**src/rtl/bringup_pkg.sv**
```systemverilog
package bringup_pkg;
    localparam int STEP_W = 5;
    localparam int DW     = 32;

    // bit positions whose meaning the controller and PHY decode
    localparam int PHY_SS_RST_BIT  = 7;
    localparam int GEN_XHCI_BIT    = 2;
    localparam int CORE_SRST_BIT   = 11;
    localparam int PHY_SOFT_RST_BIT = 31;

    typedef enum logic [2:0] {
        OP_WR, OP_SET, OP_CLR, OP_WAIT, OP_TUNE, OP_END
    } op_e;

    typedef enum logic [2:0] {
        ST_IDLE, ST_EXEC, ST_BUSW, ST_BUSR, ST_WAIT, ST_TUNE
    } st_e;
endpackage

```
**src/rtl/bringup_us_timer.sv**
```systemverilog
module bringup_us_timer #(
    parameter int unsigned WAIT_US = 5
) (
    input  logic clk,
    input  logic rst_n,
    input  logic clr,
    input  logic tick,
    output logic expired
);
    localparam int CW = $clog2(WAIT_US + 2);

    logic [CW-1:0] cnt_d, cnt_q;

    assign expired = (cnt_q >= CW'(WAIT_US));

    always_comb begin
        cnt_d = cnt_q;
        if (clr)
            cnt_d = '0;
        else if (tick && !expired)
            cnt_d = cnt_q + CW'(1);
    end

    always_ff @(posedge clk or negedge rst_n) begin
        if (!rst_n) cnt_q <= '0;
        else        cnt_q <= cnt_d;
    end
endmodule

```
**src/rtl/bringup_step_rom.sv**
```systemverilog
module bringup_step_rom
    import bringup_pkg::*;
#(
    parameter int          AW              = 32,
    parameter int          HOST_SEL        = 0,
    parameter logic [AW-1:0] SEL_ADDR      = '0,
    parameter logic [AW-1:0] SSPHY_CTRL_ADDR = '0,
    parameter logic [AW-1:0] HSPHY_CTRL_ADDR = '0,
    parameter logic [AW-1:0] SSPHY_PARAM_ADDR = '0,
    parameter logic [AW-1:0] GEN_CFG_ADDR  = '0,
    parameter logic [AW-1:0] PIPE_CTRL_ADDR = '0,
    parameter logic [AW-1:0] U2_CFG_ADDR   = '0,
    parameter logic [AW-1:0] GCTL_ADDR     = '0,
    parameter logic [AW-1:0] UCTL_ADDR     = '0,
    parameter logic [DW-1:0] SSPHY_CTRL_VAL = '0,
    parameter logic [DW-1:0] HSPHY_CTRL_VAL = '0,
    parameter logic [DW-1:0] SSPHY_PARAM_VAL = '0,
    parameter logic [DW-1:0] GEN_CFG_VAL   = '0,
    parameter logic [DW-1:0] PIPE_CTRL_VAL = '0,
    parameter logic [DW-1:0] U2_CFG_VAL    = '0,
    parameter logic [DW-1:0] GCTL_VAL      = '0,
    parameter logic [DW-1:0] UCTL_VAL      = '0
) (
    input  logic [STEP_W-1:0] step,
    output op_e               op,
    output logic [AW-1:0]     addr,
    output logic [DW-1:0]     data
);
    localparam logic [DW-1:0] ONE       = DW'(1);
    localparam logic [DW-1:0] M_SEL     = ONE << HOST_SEL;
    localparam logic [DW-1:0] M_SS_RST  = ONE << PHY_SS_RST_BIT;
    localparam logic [DW-1:0] M_GEN     = ONE << GEN_XHCI_BIT;
    localparam logic [DW-1:0] M_CORE    = ONE << CORE_SRST_BIT;
    localparam logic [DW-1:0] M_PHYSRST = ONE << PHY_SOFT_RST_BIT;

    always_comb begin
        op   = OP_END;
        addr = '0;
        data = '0;
        case (step)
            // controller select
            5'd0:  begin op = OP_SET;  addr = SEL_ADDR;         data = M_SEL; end
            // PHY wave
            5'd1:  begin op = OP_WR;   addr = SSPHY_CTRL_ADDR;  data = SSPHY_CTRL_VAL | M_SS_RST; end
            5'd2:  begin op = OP_WR;   addr = HSPHY_CTRL_ADDR;  data = HSPHY_CTRL_VAL; end
            5'd3:  begin op = OP_WR;   addr = SSPHY_PARAM_ADDR; data = SSPHY_PARAM_VAL; end
            5'd4:  begin op = OP_WR;   addr = GEN_CFG_ADDR;     data = GEN_CFG_VAL | M_GEN; end
            5'd5:  begin op = OP_WAIT; end
            5'd6:  begin op = OP_CLR;  addr = SSPHY_CTRL_ADDR;  data = M_SS_RST; end
            // controller wave
            5'd7:  begin op = OP_WR;   addr = PIPE_CTRL_ADDR;   data = PIPE_CTRL_VAL | M_PHYSRST; end
            5'd8:  begin op = OP_WR;   addr = U2_CFG_ADDR;      data = U2_CFG_VAL | M_PHYSRST; end
            5'd9:  begin op = OP_WR;   addr = GCTL_ADDR;        data = GCTL_VAL | M_CORE; end
            5'd10: begin op = OP_WR;   addr = UCTL_ADDR;        data = UCTL_VAL; end
            5'd11: begin op = OP_WAIT; end
            5'd12: begin op = OP_CLR;  addr = GCTL_ADDR;        data = M_CORE; end
            5'd13: begin op = OP_CLR;  addr = U2_CFG_ADDR;      data = M_PHYSRST; end
            5'd14: begin op = OP_CLR;  addr = PIPE_CTRL_ADDR;   data = M_PHYSRST; end
            // tuning handshake
            5'd15: begin op = OP_TUNE; end
            default: begin op = OP_END; end
        endcase
    end
endmodule

```
**src/rtl/ctrl_bringup_seq.sv**
```systemverilog
module ctrl_bringup_seq
    import bringup_pkg::*;
#(
    parameter int          AW              = 32,
    parameter int unsigned WAIT_US         = 5,
    parameter int          HOST_SEL        = 0,
    parameter logic [AW-1:0] SEL_ADDR      = AW'(32'h0000_00b0),
    parameter logic [AW-1:0] SSPHY_CTRL_ADDR = AW'(32'h0000_1030),
    parameter logic [AW-1:0] HSPHY_CTRL_ADDR = AW'(32'h0000_1010),
    parameter logic [AW-1:0] SSPHY_PARAM_ADDR = AW'(32'h0000_1034),
    parameter logic [AW-1:0] GEN_CFG_ADDR  = AW'(32'h0000_1008),
    parameter logic [AW-1:0] PIPE_CTRL_ADDR = AW'(32'h0000_22c0),
    parameter logic [AW-1:0] U2_CFG_ADDR   = AW'(32'h0000_2200),
    parameter logic [AW-1:0] GCTL_ADDR     = AW'(32'h0000_2110),
    parameter logic [AW-1:0] UCTL_ADDR     = AW'(32'h0000_212c),
    parameter logic [DW-1:0] SSPHY_CTRL_VAL = 32'h0100_0119,
    parameter logic [DW-1:0] HSPHY_CTRL_VAL = 32'h0736_0bf2,
    parameter logic [DW-1:0] SSPHY_PARAM_VAL = 32'h06e8_1748,
    parameter logic [DW-1:0] GEN_CFG_VAL   = 32'h0000_0000,
    parameter logic [DW-1:0] PIPE_CTRL_VAL = 32'h030c_0003,
    parameter logic [DW-1:0] U2_CFG_VAL    = 32'h0000_2540,
    parameter logic [DW-1:0] GCTL_VAL      = 32'h0011_1404,
    parameter logic [DW-1:0] UCTL_VAL      = 32'h0c80_8010
) (
    input  logic          clk,
    input  logic          rst_n,
    input  logic          start,
    input  logic          us_tick,
    output logic          bus_req,
    output logic          bus_we,
    output logic [AW-1:0] bus_addr,
    output logic [31:0]   bus_wdata,
    input  logic          bus_ready,
    input  logic [31:0]   bus_rdata,
    output logic          tune_req,
    input  logic          tune_done,
    input  logic          tune_timeout,
    output logic          seq_done,
    output logic          seq_err
);
    typedef struct packed {
        st_e               st;
        logic [STEP_W-1:0] step;
        logic              req;
        logic              we;
        logic [AW-1:0]     addr;
        logic [DW-1:0]     wdata;
        logic              set_bit;
        logic              tune;
        logic              done;
        logic              err;
    } seq_t;

    seq_t r_d, r_q;

    op_e           step_op;
    logic [AW-1:0] step_addr;
    logic [DW-1:0] step_data;
    logic          timer_clr;
    logic          timer_exp;

    bringup_step_rom #(
        .AW(AW), .HOST_SEL(HOST_SEL),
        .SEL_ADDR(SEL_ADDR), .SSPHY_CTRL_ADDR(SSPHY_CTRL_ADDR),
        .HSPHY_CTRL_ADDR(HSPHY_CTRL_ADDR), .SSPHY_PARAM_ADDR(SSPHY_PARAM_ADDR),
        .GEN_CFG_ADDR(GEN_CFG_ADDR), .PIPE_CTRL_ADDR(PIPE_CTRL_ADDR),
        .U2_CFG_ADDR(U2_CFG_ADDR), .GCTL_ADDR(GCTL_ADDR), .UCTL_ADDR(UCTL_ADDR),
        .SSPHY_CTRL_VAL(SSPHY_CTRL_VAL), .HSPHY_CTRL_VAL(HSPHY_CTRL_VAL),
        .SSPHY_PARAM_VAL(SSPHY_PARAM_VAL), .GEN_CFG_VAL(GEN_CFG_VAL),
        .PIPE_CTRL_VAL(PIPE_CTRL_VAL), .U2_CFG_VAL(U2_CFG_VAL),
        .GCTL_VAL(GCTL_VAL), .UCTL_VAL(UCTL_VAL)
    ) u_rom (
        .step (r_q.step),
        .op   (step_op),
        .addr (step_addr),
        .data (step_data)
    );

    bringup_us_timer #(.WAIT_US(WAIT_US)) u_timer (
        .clk     (clk),
        .rst_n   (rst_n),
        .clr     (timer_clr),
        .tick    (us_tick),
        .expired (timer_exp)
    );

    always_comb begin
        r_d       = r_q;
        r_d.done  = 1'b0;
        timer_clr = 1'b0;
        case (r_q.st)
            ST_IDLE: begin
                if (start) begin
                    r_d.st   = ST_EXEC;
                    r_d.step = '0;
                    r_d.err  = 1'b0;
                end
            end
            ST_EXEC: begin
                case (step_op)
                    OP_WR: begin
                        r_d.req   = 1'b1;
                        r_d.we    = 1'b1;
                        r_d.addr  = step_addr;
                        r_d.wdata = step_data;
                        r_d.st    = ST_BUSW;
                    end
                    OP_SET, OP_CLR: begin
                        r_d.req     = 1'b1;
                        r_d.we      = 1'b0;
                        r_d.addr    = step_addr;
                        r_d.wdata   = step_data;
                        r_d.set_bit = (step_op == OP_SET);
                        r_d.st      = ST_BUSR;
                    end
                    OP_WAIT: begin
                        timer_clr = 1'b1;
                        r_d.st    = ST_WAIT;
                    end
                    OP_TUNE: begin
                        r_d.tune = 1'b1;
                        r_d.st   = ST_TUNE;
                    end
                    default: begin
                        r_d.done = 1'b1;
                        r_d.st   = ST_IDLE;
                    end
                endcase
            end
            ST_BUSR: begin
                if (bus_ready) begin
                    r_d.we    = 1'b1;
                    r_d.wdata = r_q.set_bit ? (bus_rdata | r_q.wdata)
                                            : (bus_rdata & ~r_q.wdata);
                    r_d.st    = ST_BUSW;
                end
            end
            ST_BUSW: begin
                if (bus_ready) begin
                    r_d.req  = 1'b0;
                    r_d.we   = 1'b0;
                    r_d.step = r_q.step + STEP_W'(1);
                    r_d.st   = ST_EXEC;
                end
            end
            ST_WAIT: begin
                if (timer_exp) begin
                    r_d.step = r_q.step + STEP_W'(1);
                    r_d.st   = ST_EXEC;
                end
            end
            ST_TUNE: begin
                if (tune_done) begin
                    r_d.tune = 1'b0;
                    r_d.err  = tune_timeout;
                    r_d.step = r_q.step + STEP_W'(1);
                    r_d.st   = ST_EXEC;
                end
            end
            default: r_d.st = ST_IDLE;
        endcase
    end

    always_ff @(posedge clk or negedge rst_n) begin
        if (!rst_n) begin
            r_q <= '{st: ST_IDLE, step: '0, req: 1'b0, we: 1'b0, addr: '0,
                     wdata: '0, set_bit: 1'b0, tune: 1'b0, done: 1'b0, err: 1'b0};
        end else begin
            r_q <= r_d;
        end
    end

    assign bus_req   = r_q.req;
    assign bus_we    = r_q.we;
    assign bus_addr  = r_q.addr;
    assign bus_wdata = r_q.wdata;
    assign tune_req  = r_q.tune;
    assign seq_done  = r_q.done;
    assign seq_err   = r_q.err;
endmodule

```
**config.mk**
```make
export PLATFORM = sky130hd
export DESIGN_NAME = ctrl_bringup_seq
export DESIGN_NICKNAME = d
export VERILOG_FILES = /design/src/rtl/bringup_pkg.sv /design/src/rtl/bringup_us_timer.sv /design/src/rtl/bringup_step_rom.sv /design/src/rtl/ctrl_bringup_seq.sv
export SDC_FILE = /design/constraint.sdc
export NUM_CORES = 1
export LEC_CHECK = 0
export CORE_UTILIZATION = 35
export DETAILED_ROUTE_END_ITERATION = 16
export PLACE_DENSITY = 0.68
export SETUP_SLACK_MARGIN = 0.15
export SLEW_MARGIN = 5
export SYNTH_ARGS = -nofsm -noshare
export SYNTH_HDL_FRONTEND = slang
export SYNTH_SLANG_ARGS = --single-unit
```
**constraint.sdc**
```tcl
create_clock -name clk -period 4.9 [get_ports clk]
set_clock_uncertainty 0.15 [all_clocks]
set_input_delay 0.98 -clock clk [delete_from_list [all_inputs] [get_ports clk]]
set_output_delay 0.98 -clock clk [all_outputs]
set_load 0.005 [all_outputs]
```
==> results.toml <==
[run_status]
status = "completed"

[clocking]
clk_pin_slew_ns = 0.05
clk_latency_ns = 0.33
ctsLongestPathBuffers = 2
post_cts_buffers = 0
cts_tree = "built"
htree_levels = 3
clock-sinks = 59
cts_buffers = 9
ctsRootBufferMaster = "clkbuf_16"
holdBufCountCts = 0
cts_resized = 0

[synthesis]
seq_area_frac_synth = 0.359
synth_area_leaders = "dfrtp_1 (36%), buf_4 (12%), a221oi_2 (3.6%)"
netlist_instances = 452
synth_common_cells = "buf_4 (65), dfrtp_1 (59), nor2_1 (35)"
synth.most_common_cell = "buf_4"
synth-warning-count = 0
async_flop_share = 1.00
synth.cell_area_um2 = 4120
synth_edf_count = 0
netlist.area_leader.share = 0.359
synth_flop_cell = "dfrtp_1"
avgSynthCellArea_um2 = 9.11
yosysUniqueCellTypes = 64
synth_top_cell_by_area = "dfrtp_1"
ys_ff_latch = 59

[worst_setup_path]
critPathArrivalTime_ns = 3.84
critPathMaxFanout = 23
crit_type = "reg -> reg"
end_kind = "register"
crit_required_ns = 5.00
reg2reg_slack_ns = 1.16
start_kind = "register"

[global_route]
antenna_found_initial = 0
grt-ovfl-total = 0
grt_pass1_vias = 3274
grt_pass1_wl_um = 17100
track_usage = 0.176
grt_max_degree = 60

[power_and_ir_drop]
p_total_mw = 2.93
ir_drop_mv = 0.264
powerDensity_nw_per_um2 = 597
p_leak_nw = 2.07

[final_layout]
area_growth_pct = 19.3
diodes = 0
finalNonFillerCells = 632
drive_above_1_share = 0.0961
final_nets = 531
final_design_area_no_fill_um2 = 4910

[min_path]
min_path_type = "reg -> reg"

[sta]
layout_min_cycle_time_ns = 3.74
finalSetupViolCount = 0
hold_viol_final = 0
finalWorstSetupSlack_ns = 1.16
rsz0062_at_grt = "no"
max_freq_mhz = 267
maxSlewViolCount = 0
relSlewSlack = 0.274
worstMarginPinSlew_ns = 1.08
fin_tns_setup_ns = 0
timing.final.crit_share = 0.764

[floorplanning]
io_pins = 108
rows = 39
dieArea_um2 = 12200
fp.dieH_um = 110
design.core.area_um2 = 11400
die_w_um = 110
start_util = 0.361

[placement]
hpwl_um = 7310
dp_cells = 617
dpl_worst_slack_ns = 1.26
place.gp.congestion = 0.839
port_buffers = 85
place_area_um2 = 4650

[detailed_routing]
drt-pass1-iter-count = 4
viasPerCell = 5.34
vias = 3373
wl_um = 10400
ant_nets = 0
drc = 0
drtIter0Drc = 267
drt-wirelength-per-cell_um = 16.4

[run]
cap_violations = 0
## stage by stage
step,hold WS (ns),utilization
floorplan,0.301,-
detailed placement,0.326,0.407
CTS,0.337,0.430
finish,0.331,0.430
global route,0.358,0.430
global placement,0.320,0.407
## power breakdown
group          switching (mW)  internal [mW]
clock                   0.207          0.349
combinational           0.788          0.728
sequential              0.193          0.670
## worst max-delay path: stages (launching register included)
cell and delay (ns):
dfrtp_1 0.85, nor2_1 0.31, and3_1 0.34, or4_1 0.65, o21ai_1 0.90, buf_4 0.33, o2bb2ai_1 0.13
## path summary, 6_finish.rpt
kind | startpoint | end | cells after the start
worst max-delay path | r_q[72] | bus_wdata[21] | 6
worst min-delay path | bus_addr[5] | bus_addr[5] | 2
worst max register to register | r_q[72] | bus_wdata[21] | 6
worst min register to register | bus_addr[5] | bus_addr[5] | 2
max in group asynchronous | rst_n | r_q[70] | 2
min in group asynchronous | rst_n | bus_addr[13] | 2
## state kept, by name (all words and copies together) (netlist names)
name and flops:
tune_req 1, u_timer.cnt_q 3, seq_done 1, bus_addr 10, bus_we 1, bus_wdata 32
bus_req 1, seq_err 1, r_q 9
## cell families (layout without fill, tap and decap cells)
logic type,after synthesis,after routing,synth area share
AND/OR/NAND/NOR,132,132,0.160
XOR/XNOR,4,4,0.00851
adder cells (fa/ha/maj),7,7,0.0213
flip-flops,59,59,0.359
AO/OA/AOI/OAI,135,135,0.262
multiplexers,10,10,0.0261
other,1,22,0.000911
buffers and inverters,104,120,0.162
## area by class of cell
type                       instances  area [um^2]
sequential                        59         1480
clock buffer                      12          246
tap                              143          179
clock inverter                     3         15.0
multi-input combinational        310         2050
fill                            1140         6510
inverter                          14         52.6
timing repair buffer              91          891
## metal layers
layer	up-vias	GRT usage	share of wire
met5	-	0	0
met4	0	0.0738	0.019
met3	15	0.0456	0.060
met1	1613	0.253	0.49
met2	121	0.248	0.43
li1	1624	-	-
## cell usage in the layout, fill, tap and decap left out, types with 4 or more instances in the layout
cell type / count
clkdlybuf4s50_1: 84
dfrtp_1: 59
nor2_1: 35
nand2_1: 32
o21ai_0: 26
conb_1: 22
nor3_1: 16
inv_1: 14
a31oi_1: 14
a21oi_1: 14
a22o_1: 11
a221oi_2: 10
o2bb2ai_1: 10
nor2b_1: 9
clkbuf_16: 9
nand2b_1: 8
a21o_1: 7
ha_1: 7
mux2_2: 6
buf_4: 6
nand3b_1: 5
a22oi_1: 5
nand3_1: 5
and3_1: 4
o31ai_1: 4
o211ai_1: 4
mux2i_1: 4
nor3b_1: 4
(Power assumes the default switching activity.)
